$ cat config.mk
export PLATFORM = sky130hd
export DESIGN_NAME = spd_cfg_seq
export DESIGN_NICKNAME = d
export VERILOG_FILES = /design/src/rtl/spdseq_pkg.sv /design/src/rtl/spd_decode.sv /design/src/rtl/op_poll_timer.sv /design/src/rtl/spd_cfg_seq.sv
export SDC_FILE = /design/constraint.sdc
export NUM_CORES = 1
export LEC_CHECK = 0
export BUFFER_PORTS_ARGS = -buffer_cell sky130_fd_sc_hd__buf_2
export CORE_AREA = 8 8 121 234
export DETAILED_ROUTE_END_ITERATION = 12
export DIE_AREA = 0 0 129 242
export GPL_ROUTABILITY_DRIVEN = 0
export SETUP_SLACK_MARGIN = 0.15
export SLEW_MARGIN = 40
export SYNTH_ARGS = -nofsm -noshare
export SYNTH_HDL_FRONTEND = slang
export SYNTH_SLANG_ARGS = --single-unit
$ cat constraint.sdc
create_clock -name clk -period 10.2 [get_ports clk]
set_input_delay 2.04 -clock clk [delete_from_list [all_inputs] [get_ports clk]]
set_output_delay 2.04 -clock clk [all_outputs]
set_load 0.02 [all_outputs]
$ cat src/rtl/spdseq_pkg.sv
package spdseq_pkg;
  // register indices on the configuration bus
  typedef enum logic [3:0] {
    RG_WIN0 = 4'd0, RG_WIN1 = 4'd1, RG_WIN2 = 4'd2, RG_WIN3 = 4'd3,
    RG_CFG  = 4'd4, RG_MODE = 4'd5, RG_EMR  = 4'd6, RG_OP   = 4'd7,
    RG_CTRL = 4'd8, RG_ACTL = 4'd9
  } reg_id_e;

  // operation register command codes
  localparam logic [3:0] OPC_IDLE = 4'd0;
  localparam logic [3:0] OPC_MRS  = 4'd3;
  localparam logic [3:0] OPC_EMRS = 4'd4;
  localparam logic [3:0] OPC_NOP  = 4'd5;

  // config word field positions
  localparam int CFG_REG_BIT  = 17;
  localparam int CFG_TYPE_BIT = 19;
  localparam int CFG_WID_LSB  = 20;

  // number of SPD bytes fetched per run
  localparam int SPD_N = 6;

  function automatic logic [7:0] spd_offset(input logic [2:0] idx, input logic is_ddr2);
    case (idx)
      3'd0:    return 8'd3;
      3'd1:    return 8'd4;
      3'd2:    return 8'd13;
      3'd3:    return 8'd17;
      3'd4:    return 8'd18;
      default: return is_ddr2 ? 8'd20 : 8'd21;
    endcase
  endfunction
endpackage

$ cat src/rtl/spd_decode.sv
module spd_decode
  import spdseq_pkg::*;
#(
  parameter int DW = 32
) (
  input  logic          ddr2,
  input  logic [7:0]    rows,
  input  logic [7:0]    cols,
  input  logic [7:0]    dev_w,
  input  logic [7:0]    banks,
  input  logic [7:0]    cas_map,
  input  logic [7:0]    mtype,
  output logic          registered,
  output logic          width_ok,
  output logic          x16,
  output logic          cas_ok,
  output logic [DW-1:0] mode_word,
  output logic [3:0]    burst_dly,
  output logic          dens_ok,
  output logic [7:0]    actl_code
);
  logic [2:0]  top;
  logic [7:0]  code;
  logic [8:0]  sum;
  logic [15:0] wb;
  logic [47:0] prod;
  logic [27:0] dens;

  always_comb begin
    registered = ddr2 ? (|(mtype & 8'h11)) : mtype[1];
    width_ok   = (dev_w == 8'd8) || (dev_w == 8'd16);
    x16        = (dev_w == 8'd16);

    top = 3'd0;
    for (int i = 0; i < 8; i++) begin
      if (cas_map[i]) top = 3'(i);
    end

    cas_ok    = 1'b1;
    code      = 8'h42;
    burst_dly = 4'd5;
    if (!ddr2) begin
      case (top)
        3'd1: begin code = 8'h52; burst_dly = 4'd3; end
        3'd2: begin code = 8'h22; burst_dly = 4'd3; end
        3'd3: begin code = 8'h62; burst_dly = 4'd4; end
        3'd4: begin code = 8'h32; burst_dly = 4'd4; end
        default: ;
      endcase
    end else begin
      case (top)
        3'd3:       begin code = 8'h32; burst_dly = 4'd4; end
        3'd4, 3'd5: begin code = 8'h42; burst_dly = 4'd5; end
        default:    cas_ok = 1'b0;
      endcase
    end
    mode_word = DW'(code) | (ddr2 ? DW'(12'h400) : '0);

    sum  = 9'(rows) + 9'(cols);
    wb   = 16'(dev_w) * 16'(banks);
    prod = (sum < 9'd32) ? (48'(wb) << sum[4:0]) : 48'd0;
    dens = prod[47:20];
    dens_ok   = 1'b1;
    actl_code = 8'h00;
    case (dens)
      28'h80:  actl_code = 8'h00;
      28'h100: actl_code = 8'h10;
      28'h200: actl_code = 8'h20;
      default: dens_ok = 1'b0;
    endcase
  end
endmodule

$ cat src/rtl/op_poll_timer.sv
module op_poll_timer #(
  parameter int LIMIT = 1024
) (
  input  logic clk,
  input  logic rst,
  input  logic run,
  output logic expired
);
  localparam int CW = $clog2(LIMIT + 1);
  logic [CW-1:0] cnt;

  assign expired = run && (cnt == CW'(LIMIT - 1));

  always_ff @(posedge clk) begin
    if (rst || !run) cnt <= '0;
    else if (!expired) cnt <= cnt + 1'b1;
  end
endmodule

$ cat src/rtl/spd_cfg_seq.sv
module spd_cfg_seq
  import spdseq_pkg::*;
#(
  parameter int          DW         = 32,
  parameter int          AW         = 4,
  parameter int          POLL_LIMIT = 1024,
  parameter logic [31:0] BASE_MASK  = 32'hFFFF_0000,
  parameter logic [31:0] CFG_BASE   = 32'h0000_C000,
  parameter logic [31:0] CTRL_BASE  = 32'h0000_1000,
  parameter int          DLY_LSB    = 24,
  parameter logic [31:0] EMR_VALUE  = 32'h0000_0440
) (
  input  logic          clk,
  input  logic          rst,
  input  logic          start,
  input  logic          ddr2,
  input  logic [DW-1:0] req_size,
  output logic          spd_req,
  output logic [7:0]    spd_addr,
  input  logic          spd_ack,
  input  logic [7:0]    spd_data,
  output logic          bus_wr,
  output logic          bus_rd,
  output logic [AW-1:0] bus_addr,
  output logic [DW-1:0] bus_wdata,
  input  logic          bus_rvalid,
  input  logic [DW-1:0] bus_rdata,
  output logic          done,
  output logic          error
);
  typedef enum logic [4:0] {
    S_IDLE, S_WIN, S_SPD, S_SPDW, S_CFG, S_CASCHK,
    S_MNOP, S_MWR, S_MCMD, S_CTRL, S_ACTL,
    S_ENOP, S_EWR, S_ECMD, S_PRD, S_PWT, S_FIN
  } st_e;

  st_e           st, ret;
  logic [1:0]    widx;
  logic [2:0]    sidx;
  logic          ddr2_q;
  logic [DW-1:0] size_q;
  logic [7:0]    spd_b [SPD_N];

  logic          registered, width_ok, x16, cas_ok, dens_ok, expired;
  logic [DW-1:0] mode_word;
  logic [3:0]    burst_dly;
  logic [7:0]    actl_code;
  logic [DW-1:0] win0_word, cfg_word, ctrl_word;

  spd_decode #(.DW(DW)) u_dec (
    .ddr2(ddr2_q), .rows(spd_b[0]), .cols(spd_b[1]), .dev_w(spd_b[2]),
    .banks(spd_b[3]), .cas_map(spd_b[4]), .mtype(spd_b[5]),
    .registered(registered), .width_ok(width_ok), .x16(x16), .cas_ok(cas_ok),
    .mode_word(mode_word), .burst_dly(burst_dly), .dens_ok(dens_ok),
    .actl_code(actl_code)
  );

  op_poll_timer #(.LIMIT(POLL_LIMIT)) u_tmr (
    .clk(clk), .rst(rst), .run((st == S_PRD) || (st == S_PWT)), .expired(expired)
  );

  assign win0_word = ((size_q - 1'b1) & DW'(BASE_MASK)) | DW'(1);
  assign cfg_word  = DW'(CFG_BASE) | (DW'(registered) << CFG_REG_BIT)
                   | (DW'(ddr2_q) << CFG_TYPE_BIT)
                   | ((x16 ? DW'(2) : DW'(1)) << CFG_WID_LSB);
  assign ctrl_word = DW'(CTRL_BASE) | (DW'(burst_dly + 4'(registered)) << DLY_LSB);

  always_ff @(posedge clk) begin
    if (rst) begin
      st        <= S_IDLE;
      ret       <= S_IDLE;
      widx      <= '0;
      sidx      <= '0;
      ddr2_q    <= 1'b0;
      size_q    <= '0;
      spd_req   <= 1'b0;
      spd_addr  <= '0;
      bus_wr    <= 1'b0;
      bus_rd    <= 1'b0;
      bus_addr  <= '0;
      bus_wdata <= '0;
      done      <= 1'b0;
      error     <= 1'b0;
      for (int i = 0; i < SPD_N; i++) spd_b[i] <= '0;
    end else begin
      bus_wr <= 1'b0;
      bus_rd <= 1'b0;
      case (st)
        S_IDLE: if (start) begin
          done   <= 1'b0;
          error  <= 1'b0;
          ddr2_q <= ddr2;
          size_q <= req_size;
          widx   <= '0;
          st     <= S_WIN;
        end
        S_WIN: begin
          bus_wr    <= 1'b1;
          bus_addr  <= (widx == 2'd3) ? AW'(RG_WIN0) : AW'(widx + 2'd1);
          bus_wdata <= (widx == 2'd3) ? win0_word : '0;
          widx      <= widx + 2'd1;
          if (widx == 2'd3) begin
            sidx <= '0;
            st   <= S_SPD;
          end
        end
        S_SPD: begin
          spd_req  <= 1'b1;
          spd_addr <= spd_offset(sidx, ddr2_q);
          st       <= S_SPDW;
        end
        S_SPDW: if (spd_ack) begin
          spd_req     <= 1'b0;
          spd_b[sidx] <= spd_data;
          if (sidx == 3'(SPD_N - 1)) st <= S_CFG;
          else begin
            sidx <= sidx + 3'd1;
            st   <= S_SPD;
          end
        end
        S_CFG: begin
          if (!width_ok) begin
            error <= 1'b1;
            st    <= S_IDLE;
          end else begin
            bus_wr    <= 1'b1;
            bus_addr  <= AW'(RG_CFG);
            bus_wdata <= cfg_word;
            st        <= S_CASCHK;
          end
        end
        S_CASCHK: begin
          if (!cas_ok) begin
            error <= 1'b1;
            st    <= S_IDLE;
          end else st <= S_MNOP;
        end
        S_MNOP, S_ENOP: begin
          bus_wr    <= 1'b1;
          bus_addr  <= AW'(RG_OP);
          bus_wdata <= DW'(OPC_NOP);
          ret       <= (st == S_MNOP) ? S_MWR : S_EWR;
          st        <= S_PRD;
        end
        S_MWR: begin
          bus_wr    <= 1'b1;
          bus_addr  <= AW'(RG_MODE);
          bus_wdata <= mode_word;
          st        <= S_MCMD;
        end
        S_MCMD: begin
          bus_wr    <= 1'b1;
          bus_addr  <= AW'(RG_OP);
          bus_wdata <= DW'(OPC_MRS);
          ret       <= S_CTRL;
          st        <= S_PRD;
        end
        S_CTRL: begin
          bus_wr    <= 1'b1;
          bus_addr  <= AW'(RG_CTRL);
          bus_wdata <= ctrl_word;
          st        <= S_ACTL;
        end
        S_ACTL: begin
          if (!dens_ok) begin
            error <= 1'b1;
            st    <= S_IDLE;
          end else begin
            bus_wr    <= 1'b1;
            bus_addr  <= AW'(RG_ACTL);
            bus_wdata <= DW'(actl_code);
            st        <= ddr2_q ? S_ENOP : S_FIN;
          end
        end
        S_EWR: begin
          bus_wr    <= 1'b1;
          bus_addr  <= AW'(RG_EMR);
          bus_wdata <= DW'(EMR_VALUE);
          st        <= S_ECMD;
        end
        S_ECMD: begin
          bus_wr    <= 1'b1;
          bus_addr  <= AW'(RG_OP);
          bus_wdata <= DW'(OPC_EMRS);
          ret       <= S_FIN;
          st        <= S_PRD;
        end
        S_PRD: begin
          bus_rd   <= 1'b1;
          bus_addr <= AW'(RG_OP);
          st       <= S_PWT;
        end
        S_PWT: begin
          if (bus_rvalid && (bus_rdata == '0)) st <= ret;
          else if (expired) begin
            error <= 1'b1;
            st    <= S_IDLE;
          end else if (bus_rvalid) st <= S_PRD;
        end
        S_FIN: begin
          done <= 1'b1;
          st   <= S_IDLE;
        end
        default: st <= S_IDLE;
      endcase
    end
  end
endmodule

# After elaboration in Yosys (flattened, before gate mapping)
# Memories as Yosys holds them, arrays and structs flattened.
# Cells that the tools add are included.
dict set report word_totals {
  mem_count 1
  wordCells 184
  output_inout_bits 49
  ramBits 48
  ff_bits 108
  inputBits 78
}
dict set report op_classes {
  shift 1
  n_mul 1
  bitwise 3
  order_cmp 1
  addsub 7
  n_eq_ne 45
  n_reduce_logical 36
  n_mux 74
}
# name depth word_bits rd rd_clocked_by_memory_dff write_ports line
set memory_table {}
lappend memory_table {spd_b 6 8 6 0 6 spd_cfg_seq.sv:42} ;# logic [7:0] spd_b [SPD_N];
# op count
set ops {}
lappend ops {{32-bit case mux with 9 select lines} 1}
lappend ops {{32-bit 2-to-1 mux} 3}
lappend ops {{5-bit case mux with 13 select lines} 1}
lappend ops {{48-bit 2-to-1 mux} 1}
lappend ops {{16-bit by 5-bit left shift with 48-bit output} 1}
lappend ops {{3-bit 2-to-1 mux} 14}
lappend ops {{5-bit by 4-bit equality test with 1-bit output, second input constant} 8}
lappend ops {{5-bit 2-to-1 mux} 8}
lappend ops {{32-bit zero test} 1}
lappend ops {{8-bit by 32-bit OR with 32-bit output} 1}
lappend ops {{32-bit by 1-bit subtractor with 32-bit output, second input constant} 1}
lappend ops {{28-bit by 10-bit equality test with 1-bit output, second input constant} 1}
lappend ops {{28-bit by 8-bit equality test with 1-bit output, second input constant} 1}
lappend ops {{28-bit by 9-bit equality test with 1-bit output, second input constant} 1}
lappend ops {{4-bit case mux with 7 select lines} 1}
lappend ops {{7-bit case mux with 4 select lines} 1}
lappend ops {{5-bit case mux with 5 select lines} 1}
lappend ops {{1-bit 2-to-1 mux} 24}
lappend ops {{2-bit != test, second input constant} 11}
lappend ops {{20-bit by 22-bit OR with 22-bit output} 1}
lappend ops {{5-bit by 3-bit equality test with 1-bit output, second input constant} 4}
lappend ops {{18-bit by 20-bit OR with 20-bit output} 1}
lappend ops {{8-bit by 8-bit multiplier with 16-bit output} 1}
lappend ops {{4-bit 2-to-1 mux} 4}
lappend ops {{48 further kinds} 76}

# Depth between registers and ports, before layout
# Gate-level depths: netlist of run 1.
# An unclocked memory read counts as a cell.
dict set report depth {
  depth_word 14
  ltp_mapped 26
  ltp_nobuf 22
}

# By module
# A second synthesis of run 1 with hierarchy kept.
dict set report unflattened {
  hier_cells 1418
  hier_area_um2 11800.1
}
# module instances cells_per_inst area_each_um2 seq_area_each_um2
set modules_own_cells {}
lappend modules_own_cells {spd_cfg_seq 1 775 6882.9 3323.2}
lappend modules_own_cells {spd_decode 1 585 4376.7 0.0}
lappend modules_own_cells {op_poll_timer 1 58 540.5 220.2}

# Worst setup path after synthesis of run 1
# OpenSTA, ideal clock, no wires.
dict set report synth_timing {
  path_kind {reg2reg}
  start {memory spd_b[2][0]}
  end {register bus_wdata[5]}
  path_stages_with_launch 24
  period_less_slack_ns 6.205
  slack_ns 3.995
  path_buffers 2
  t_arrival_ns 6.083
  required_time_ns 10.078
  setup_time_ns 0.122
  path_cell_list {edfxtp_1 -> clkbuf_1 -> nand2_1 -> fa_1 -> fa_1 -> inv_1 -> fa_1 -> inv_1 -> fa_1 -> inv_1 -> ha_1 -> buf_6 -> a21o_1 -> a221o_2 -> and3_1 -> or4_4 -> o31a_1 -> nor3_1 -> a221oi_2 -> xnor2_1 -> o21ai_1 -> and4_4 -> nor2_8 -> a311o_1}
}
# item line
set synth_lines {}
lappend synth_lines {{start, declared} spd_cfg_seq.sv:42}
lappend synth_lines {{end signal, assigned} spd_cfg_seq.sv:100} ;# bus_wdata <= (widx == 2'd3) ? win0_word : '0;
lappend synth_lines {{end signal, assigned} spd_cfg_seq.sv:128} ;# bus_wdata <= cfg_word;
lappend synth_lines {{end signal, assigned} spd_cfg_seq.sv:141} ;# bus_wdata <= DW'(OPC_NOP);
lappend synth_lines {{end, declared} spd_cfg_seq.sv:25} ;# output logic [DW-1:0] bus_wdata,

==> metrics.cfg, run 1 <==
[logic_synthesis]
synth_xor_area_share_pct=3.23
synth_cells=1354
synth_seq_cells=140
synth_area_um2=11100
synth_edf_count=42
yosys.area_share.adder_pct=12.5
synth_compound_area_share_pct=20.1
synth_top_cell_area_share_pct=17.6
synth-simple-area-share_pct=27.6
avgSynthCellArea_um2=8.21
synth-main-ff-cell=dfxtp_1
synth_cell_type_count=104
yosysWarnings=0
synth_top_family_by_area=simple AND/OR/NAND/NOR gates
synthArstFlopShare_pct=0
synthMuxAreaShare_pct=1.71
synth_seq_area_share_pct=29.0
yosysTopAreaCell=dfxtp_1
yosys-top-cells-area=dfxtp_1 (18%), edfxtp_1 (11%), fa_1 (6.7%)

[routing]
routed_wirelength_um=30300
vias=10300
drc=0
drt_iter0_drc=957
drtAntennaViolNets=0
wl_per_cell_um=17.0
vias_per_cell=5.78
firstDrtPassIters=5

[cts]
clk_latency_ns=0.44
path_clk_slew_ns=0.06
cts_hold_repair.buffers=0
cts_tree=done
cts_made_buffers=17
clock_tree.buffer_depth=2
cts_sinks=140
htreeDepth=4
root_buffer=clkbuf_16
cts-resized-gates=0
postCtsSetupBuffers=0

[finish]
multi_input_area_um2=7310
final_common_cell=nand2_1
num-fill-cells=2510
num_antenna_cells=0
syn_to_final_growth_pct=12.3
regArea_um2=3220
fin_util_pct=49.1
mostFrequentLayoutCells=nand2_1 (163), buf_2 (117), nor2_1 (112)
drive_above_1_share_pct=15.4
nNetsFinal=1601

[setup_path]
critical_path.max_fanout=25
critical_path_arrival_ns=7.52
crit_path_end_kind=flip-flop
rr_worst_depth=20
slowest_delay_ns=0.57
cp.required_ns=10.57
regToRegSetupSlack_ns=3.04
setup.worst_path.start=spd_b[2][1]
criticalPathCategory=reg2reg
path_cells=and2_1 -> fa_1 -> fa_1 -> fa_1 -> inv_1 -> fa_1 -> inv_1 -> ha_1 -> and3_1 -> a221o_2 -> a21oi_2 -> xnor2_1 -> o22ai_1 -> a221oi_4 -> a21oi_1 -> a311oi_2 -> o221a_2 -> nand4_2 -> a211o_1 -> a21oi_1
rr_startpoint=spd_b[2][1]
rr_endpoint=bus_wdata[22]
cpMostUsedCell=fa_1
critPathLaunchType=flip-flop
cp_slowest_cell=ha_1

[floorplanning]
io_pins=127
rows=83
die_width_um=129
die_y_um=242
core_um2=25400
initial_core_util_pct=43.7
dieArea_um2=31200

[pwr]
leakage_nw=5.20
switching_share_pct=37.7
finalPower_mw=1.94
switchingPower_uw=732
seq_power_share_pct=33.7
cell_internal_pwr_mw=1.21
pwr-share-clk_pct=30.1
power_per_cell_area_nw_per_um2=155
pwr-share-comb_pct=36.1
irDropWorstVdd_mv=0.131

[worst_hold_path]
hold_class=reg2reg
hold_end=size_q[7]
holdCritStartpoint=size_q[7]
holdPathStages=2

[sta]
rsz0062_at_grt=no
maxSlewViolCount=0
finalSetupTns_ns=0
slew_headroom_pct=44.4
hold_ws_ns=0.452
period_share_pct=70.2
fin_skew_ns=0.00828
setup_ws_ns=3.04
worst_pin_slew_ns=0.833
finalSetupViolations=0
hold_viol=0
fmax_mhz=140
min_period_ns=7.16

[placement]
port_buffers=117
place_hpwl_um=23400
place_ws_ns=3.12

[global_route]
grt_first_pass_wirelength_um=50100
grt-ovfl-total=0
antenna_found_initial=0
grt_max_degree=63
grt.total_usage_pct=19.6
grt_pass1_vias=10200

[run_status]
status=finished clean

[flow_run]
maxCapViolations=0

## state kept, by name, summed over array words and instances (netlist names), 3 cells and up
register / count
spd_b: 42
u_tmr.cnt: 11
st: 5
size_q: 32
ret: 5
bus_wdata: 25
sidx: 3
spd_addr: 5
bus_addr: 4
## worst max path at each step
| stage | end | slack [ns] | depth (start not counted) |
|---|---|---|---|
| floorplan | bus_wdata[5] | 4.00 | 23 |
| global placement | bus_wdata[22] | 3.34 | 20 |
| detailed placement | bus_wdata[22] | 3.12 | 20 |
| CTS | bus_wdata[22] | 3.10 | 20 |
| global route | bus_wdata[22] | 2.66 | 20 |
| finish | bus_wdata[22] | 3.04 | 20 |
## cells in the mapped netlist (all sizes together) (11+ instances only)
master / count
nand3: 48
nor4: 28
nor3: 44
and3: 11
and2: 99
nand2b: 11
a21o: 14
inv: 72
nand4: 18
a21oi: 115
or2: 11
nand2: 164
edfxtp: 42
dfxtp: 98
or3: 13
fa: 37
o21ai: 47
xor2: 22
buf: 28
nor2: 113
xnor2: 19
o31ai: 13
clkbuf: 53
a31oi: 19
ha: 52
## power by group through the flow
stage	Combinational (mW)	Clock (mW)	Sequential, mW
after floorplan	0.522	0	0.669
after global placement	0.685	0	0.664
after detailed placement	0.693	0	0.666
after CTS	0.696	0.596	0.655
after global routing	0.773	0.620	0.660
final	0.701	0.584	0.655
## cell families (layout without fill, tap and decap cells)
group,count (synthesis),after routing
other cells,1,9
flops,140,140
xor+xnor,41,41
compound gates,318,318
mux,15,15
simple gates,595,595
buf+inv,155,238
fa+ha+maj,89,89
## metrics by stage
step                instances  area, µm²
floorplan                1362      11100
global placement         1755      11900
detailed placement       1755      11900
CTS                      1785      12500
global route             1785      12500
finish                   1785      12500
## worst max-delay path: cells and delay by family, from the launching register on
family | cells | cell delay, ns
adders and majority gates | 5 | 2.68
AOI/OAI and AO/OA | 9 | 2.32
and+or+nand+nor | 3 | 1.05
DFF | 1 | 0.50
xor gates and xnor gates | 1 | 0.44
buffers and inverters | 2 | 0.09
## per-layer routing
layer	up-vias	part of all wire, %	GRT usage (%)
met5	-	0	0
met4	0	2.0	7.13
met3	47	6.3	3.70
met2	385	47	32.0
met1	4895	44	25.0
li1	4991	-	-
## final cells by class
| class | instances | share of cell area (%) |
|---|---|---|
| inverter | 74 | 2.22 |
| tap | 340 | 3.41 |
| timing repair buffer | 134 | 5.71 |
| multi-input combinational | 1067 | 58.5 |
| sequential | 140 | 25.8 |
| clock buffer | 20 | 3.67 |
| clock inverter | 10 | 0.701 |
Note: power is estimated with default switching activity, not from simulation.
==> run 2: changes to the inputs <==
- clock period: 10.2 -> 6.6 ns (I/O delays scaled with it)
==> metrics.cfg, run 2 (synthesis gave the netlist of run 1 again) <==
[routing]
drtAntennaViolNets=0  ; unchanged
vias_per_cell=5.69  ; was 5.78
wl_per_cell_um=17.3  ; was 17.0 µm
vias=10400  ; was 10,300
firstDrtPassIters=5  ; unchanged
routed_wirelength_um=31500  ; was 30,300 µm
drc=0  ; unchanged
drt_iter0_drc=849  ; was 957

[floorplanning]
dieArea_um2=31200  ; unchanged
die_y_um=242  ; unchanged
io_pins=127  ; unchanged
initial_core_util_pct=43.7  ; unchanged
die_width_um=129  ; unchanged
rows=83  ; unchanged
core_um2=25400  ; unchanged

[pwr]
leakage_nw=5.43  ; was 5.20 nW
irDropWorstVdd_mv=0.253  ; was 0.131 mV
finalPower_mw=3.10  ; was 1.94 mW
switchingPower_mw=1.21  ; was 732 µW
power_per_cell_area_nw_per_um2=237  ; was 155 nW/µm²
seq_power_share_pct=32.7  ; was 33.7%
pwr-share-clk_pct=29.5  ; was 30.1%
switching_share_pct=39.0  ; was 37.7%
pwr-share-comb_pct=37.8  ; was 36.1%
cell_internal_pwr_mw=1.89  ; was 1.21 mW

[setup_path]
regToRegSetupSlack_ns=0.32  ; was 3.04 ns
cp_slowest_cell=or4_4  ; was ha_1
cpMostUsedCell=fa_1  ; unchanged
rr_endpoint=st[1]  ; was bus_wdata[22]
slowest_delay_ns=0.60  ; was 0.57 ns
rr_startpoint=spd_b[2][3]  ; was spd_b[2][1]
crit_path_end_kind=flip-flop  ; unchanged
critical_path_arrival_ns=6.66  ; was 7.52 ns
cp.required_ns=6.98  ; was 10.57 ns
criticalPathCategory=reg2reg  ; unchanged
critical_path.max_fanout=9  ; was 25
rr_worst_depth=19  ; was 20
critPathLaunchType=flip-flop  ; unchanged
path_cells=dlymetal6s2s_1 -> and2_1 -> fa_1 -> fa_1 -> fa_1 -> ha_1 -> ha_4 -> and3_2 -> a221o_1 -> a211o_1 -> o221ai_2 -> o221a_2 -> a21oi_1 -> nand4bb_4 -> o211ai_2 -> o2111ai_2 -> or4_4 -> nor3_4 -> o311a_1  ; was and2_1 -> fa_1 -> fa_1 -> fa_1 -> inv_1 -> fa_1 -> inv_1 -> ha_1 -> and3_1 -> a221o_2 -> a21oi_2 -> xnor2_1 -> o22ai_1 -> a221oi_4 -> a21oi_1 -> a311oi_2 -> o221a_2 -> nand4_2 -> a211o_1 -> a21oi_1
path_buf_inv=1  ; was 2
cp_top_family=adder cells  ; unchanged

[global_route]
grt.total_usage_pct=19.9  ; was 19.6%
antenna_found_initial=0  ; unchanged
grt_max_degree=89  ; was 63
grt_pass1_vias=10300  ; was 10,200
grt_first_pass_wirelength_um=51000  ; was 50,100 µm
grt-ovfl-total=0  ; unchanged

[sta]
slew_headroom_pct=42.2  ; was 44.4%
finalSetupViolations=0  ; unchanged
period_share_pct=95.1  ; was 70.2%
fin_skew_ns=0.0138  ; was 0.00828 ns
hold_viol=0  ; unchanged
finalSetupTns_ns=0  ; unchanged
min_period_ns=6.28  ; was 7.16 ns
worst_pin_slew_ns=0.866  ; was 0.833 ns
hold_ws_ns=0.455  ; was 0.452 ns
rsz0062_at_grt=no  ; unchanged
fmax_mhz=159  ; was 140 MHz
maxSlewViolCount=0  ; unchanged

[finish]
fin_util_pct=51.5  ; was 49.1%
largestRegisters=spd_b (42), size_q (32), bus_wdata (25)  ; unchanged
largest_reg_flops=42  ; unchanged
syn_to_final_growth_pct=17.8  ; was 12.3%
final_common_cell=nand2_1  ; unchanged
mostFrequentLayoutCells=nand2_1 (161), buf_2 (118), nor2_1 (112)  ; was nand2_1 (163), buf_2 (117), nor2_1 (112)
num_antenna_cells=0  ; unchanged
top_register=spd_b  ; unchanged
drive_above_1_share_pct=20.3  ; was 15.4%
nNetsFinal=1637  ; was 1,601

[cts]
cts_hold_repair.buffers=0  ; unchanged
clock_tree.buffer_depth=2  ; unchanged
cts_sinks=140  ; unchanged
root_buffer=clkbuf_16  ; unchanged
clk_latency_ns=0.43  ; was 0.44 ns
path_clk_slew_ns=0.07  ; was 0.06 ns
cts_tree=done  ; unchanged
cts_made_buffers=17  ; unchanged
htreeDepth=4  ; unchanged

[worst_hold_path]
holdPathStages=2  ; unchanged
hold_end=size_q[14]  ; was size_q[7]
holdCritStartpoint=size_q[14]  ; was size_q[7]
hold_class=reg2reg  ; unchanged

[placement]
place_hpwl_um=23800  ; was 23,400 µm
port_buffers=117  ; unchanged

[run_status]
status=finished clean  ; unchanged

[flow_run]
maxCapViolations=0  ; unchanged

-- run 2: cell count changes in the layout (fill, tap and decap cells not counted), moves of 4 or more --
cell / previous run / this run
buf_4: 17 / 45
ha_1: 52 / 45
and2_1: 97 / 91
and2_4: 0 / 6
ha_4: 0 / 6
buf_6: 0 / 5
clkinv_4: 1 / 6
o21ai_0: 44 / 39
inv_4: 4 / 0
o21ai_1: 3 / 7
-- run 2: area by class of cell --
class,count,area [µm²]
fill,2454,12300
multi-input combinational,1067,7580
sequential,140,3220
timing repair buffer,170,1020
clock buffer,18,439
tap,340,425
inverter,74,278
clock inverter,14,133
-- run 2: timing repair --
action / CTS / global route
setup endpoints to repair: 5 / 35
resized for setup: 2 / 60
setup buffers: 2 / 25
pin swaps: 0 / 37
-- run 2: worst max path at each step --
stage                 from      endpoint  slack (ns)  depth (start not counted)
2_1_floorplan  spd_b[2][0]  bus_wdata[5]        0.40                         23
3_3_place_gp   spd_b[2][2]         st[1]        0.24                         21
3_5_place_dp   spd_b[2][2]         st[1]        0.07                         21
4_1_cts        spd_b[3][7]         st[1]        0.15                         21
5_1_grt        spd_b[3][5]         st[1]        0.14                         21
6_report       spd_b[2][3]         st[1]        0.32                         19
-- run 2: routing by layer --
metal | up-vias | wire (µm) | GRT usage [%]
met1 | 4928 | 14200 | 26.3
met3 | 43 | 1650 | 3.62
met2 | 336 | 15000 | 32.0
li1 | 5069 | - | -
met4 | 0 | 570 | 5.67
met5 | - | 0 | 0
-- run 2: per-stage QoR --
step                instances  instance area (µm²)  setup slack, ns
floorplan                1362                11100            0.395
global placement         1764                12000            0.238
detailed placement       1764                12000           0.0682
CTS                      1798                12600            0.151
global route             1823                13100            0.142
finish                   1823                13100            0.321
-- run 2: worst reg2reg max path, delay by kind of cell (launching register included) --
| family | cells | cell delay [ns] |
|---|---|---|
| and+or+nand+nor | 5 | 1.61 |
| AOI/OAI and AO/OA | 8 | 1.77 |
| DFF | 1 | 0.48 |
| adders and majority gates | 5 | 2.13 |
| buffers and inverters | 1 | 0.23 |
-- run 2: power groups by stage --
stage	logic [mW]	registers [mW]	clock network, mW
floorplan	0.807	1.03	0
global placement	1.06	1.03	0
detailed placement	1.08	1.04	0
CTS	1.08	1.02	0.930
global route	1.29	1.03	0.969
finish	1.17	1.02	0.914
==> run 3: changes to the inputs <==
- CELL_PAD_IN_SITES_DETAIL_PLACEMENT: not set -> 0
- CELL_PAD_IN_SITES_GLOBAL_PLACEMENT: not set -> 1
- PLACE_DENSITY_LB_ADDON: not set -> 0.1
==> metrics.cfg, run 3 (synthesis gave the netlist of run 1 again) <==
[cts]
cts_tree=done  ; unchanged
cts_hold_repair.buffers=0  ; unchanged
path_clk_slew_ns=0.06  ; was 0.07 ns
root_buffer=clkbuf_16  ; unchanged
clock_tree.buffer_depth=2  ; unchanged
cts_made_buffers=17  ; unchanged
clk_latency_ns=0.44  ; was 0.43 ns
htreeDepth=4  ; unchanged
cts_sinks=140  ; unchanged

[setup_path]
crit_cells=20  ; was 19
cpMostUsedCell=fa_1  ; unchanged
rr_worst_depth=20  ; was 19
cp_top_family=adder cells  ; unchanged
path_buf_inv=2  ; was 1
cp_slowest_cell=fa_1  ; was or4_4
path_cells=buf_4 -> and2_1 -> fa_1 -> fa_1 -> fa_1 -> ha_1 -> ha_1 -> buf_4 -> a21oi_1 -> nor2b_1 -> o31a_1 -> o31ai_2 -> nand2_1 -> o41ai_2 -> nor4_1 -> nor4_1 -> o221a_2 -> and4_4 -> nor2_8 -> a311o_1  ; was dlymetal6s2s_1 -> and2_1 -> fa_1 -> fa_1 -> fa_1 -> ha_1 -> ha_4 -> and3_2 -> a221o_1 -> a211o_1 -> o221ai_2 -> o221a_2 -> a21oi_1 -> nand4bb_4 -> o211ai_2 -> o2111ai_2 -> or4_4 -> nor3_4 -> o311a_1
cp.required_ns=6.91  ; was 6.98 ns
crit_path_end_kind=flip-flop  ; unchanged
slowest_delay_ns=0.51  ; was 0.60 ns
regToRegSetupSlack_ns=0.24  ; was 0.32 ns
critical_path_arrival_ns=6.67  ; was 6.66 ns
critical_path.max_fanout=10  ; was 9
criticalPathCategory=reg2reg  ; unchanged
critPathLaunchType=flip-flop  ; unchanged

[global_route]
grt_pass1_vias=10300  ; about the same
grt.total_usage_pct=20.7  ; was 19.9%
antenna_found_initial=0  ; unchanged
grt_max_degree=64  ; was 89
grt_first_pass_wirelength_um=52300  ; was 51,000 µm
grt-ovfl-total=0  ; unchanged

[sta]
hold_ws_ns=0.458  ; was 0.455 ns
finalSetupViolations=0  ; unchanged
fmax_mhz=157  ; was 159 MHz
setup_ws_ns=0.241  ; was 0.321 ns
rsz0062_at_grt=yes  ; was no
slew_headroom_pct=42.7  ; was 42.2%
fin_skew_ns=0.0180  ; was 0.0138 ns
min_period_ns=6.36  ; was 6.28 ns
maxSlewViolCount=0  ; unchanged
worst_pin_slew_ns=0.860  ; was 0.866 ns
period_share_pct=96.4  ; was 95.1%
hold_viol=0  ; unchanged
finalSetupTns_ns=0  ; unchanged

[flow_run]
maxCapViolations=0  ; unchanged

[routing]
routed_wirelength_um=32800  ; was 31,500 µm
firstDrtPassIters=7  ; was 5
drt_iter0_drc=832  ; was 849
top_layer=met4  ; unchanged
vias_per_cell=5.66  ; was 5.69
vias=10400  ; about the same
wl_per_cell_um=17.8  ; was 17.3 µm
met3_length_um=1470  ; was 1650 µm
dr_wl_met2_um=15800  ; was 15,000 µm
drtAntennaViolNets=0  ; unchanged
wirelength_met1_um=14900  ; was 14,200 µm
drc=0  ; unchanged

[finish]
num-fill-cells=2488  ; was 2,454
regArea_um2=3220  ; unchanged
largest_reg_flops=42  ; unchanged
drive_above_1_share_pct=21.6  ; was 20.3%
largestRegisters=spd_b (42), size_q (32), bus_wdata (25)  ; unchanged
mostFrequentLayoutCells=nand2_1 (159), buf_2 (117), nor2_1 (112)  ; was nand2_1 (161), buf_2 (118), nor2_1 (112)
final_common_cell=nand2_1  ; unchanged
multi_input_area_um2=7560  ; was 7580 µm²
top_register=spd_b  ; unchanged
syn_to_final_growth_pct=19.5  ; was 17.8%
nNetsFinal=1656  ; was 1,637

[placement]
place_hpwl_um=24900  ; was 23,800 µm
place_ws_ns=0.179  ; was 0.0682 ns
port_buffers=117  ; unchanged

[pwr]
irDropWorstVdd_mv=0.251  ; was 0.253 mV
finalPower_mw=3.24  ; was 3.10 mW
power_per_cell_area_nw_per_um2=244  ; was 237 nW/µm²
leakage_nw=5.53  ; was 5.43 nW

[floorplanning]
initial_core_util_pct=43.7  ; unchanged
io_pins=127  ; unchanged
core_um2=25400  ; unchanged
die_width_um=129  ; unchanged
die_y_um=242  ; unchanged
rows=83  ; unchanged
dieArea_um2=31200  ; unchanged

[worst_hold_path]
hold_class=reg2reg  ; unchanged
holdPathStages=2  ; unchanged

[run_status]
status=finished clean  ; unchanged

-- run 3: cell count changes in the layout (fill, tap and decap cells not counted), moves of 3 or more --
cell / before / now
clkinv_4: 6 / 3
o21ai_1: 7 / 4
bufinv_16: 0 / 4
inv_2: 0 / 4
o31ai_2: 1 / 4
buf_4: 45 / 66
o31ai_1: 12 / 9
inv_1: 72 / 68
-- run 3: timing repair --
item                                    in CTS  in global routing
buffers inserted                             2                 34
endpoints found under the setup margin       1                 33
pin swaps                                    0                 48
gates resized for setup                      0                 69
-- run 3: worst min-delay path, cell delays in order, from the launching register on --
cell and delay [ns]:
dfxtp_1 0.31, nand2_1 0.05, a21oi_1 0.05
-- run 3: final cells by class --
cell class	instances	area share, %
inverters	74	2.09
repair buffers	189	8.74
flip-flops and latches	140	24.3
diodes	2	0.0377
multi-input cells	1067	56.9
clock buffers	18	3.23
well taps	340	3.20
clock inverters	14	1.54
-- run 3: final timing paths --
| kind | from | endpoint |
|---|---|---|
| max | spd_b[2][4] | bus_wdata[5] |
| min | size_q[2] | size_q[2] |
| max reg2reg | spd_b[2][4] | bus_wdata[5] |
| min reg2reg | size_q[2] | size_q[2] |
-- run 3: routing by layer --
| metal | vias up | GRT usage, % |
|---|---|---|
| met5 | - | 0 |
| met4 | 0 | 7.03 |
| met3 | 44 | 3.04 |
| met2 | 311 | 33.9 |
| met1 | 4971 | 27.0 |
| li1 | 5119 | - |
-- run 3: metrics by stage --
step,area [µm²],util (%),std cells
detailed placement,12100,47.4,1774
global route,13300,52.2,1842
floorplan,11100,-,1362
global placement,12100,47.4,1774
finish,13300,52.2,1844
CTS,12700,50.0,1808
-- run 3: where the power goes --
group          switching (mW)  leakage [nW]  internal [mW]  total [mW]
registers              0.0600          1.23          0.955        1.02
clock network           0.392         0.308          0.640        1.03
logic                   0.752          3.99          0.445        1.20
total                    1.20          5.53           2.04        3.24
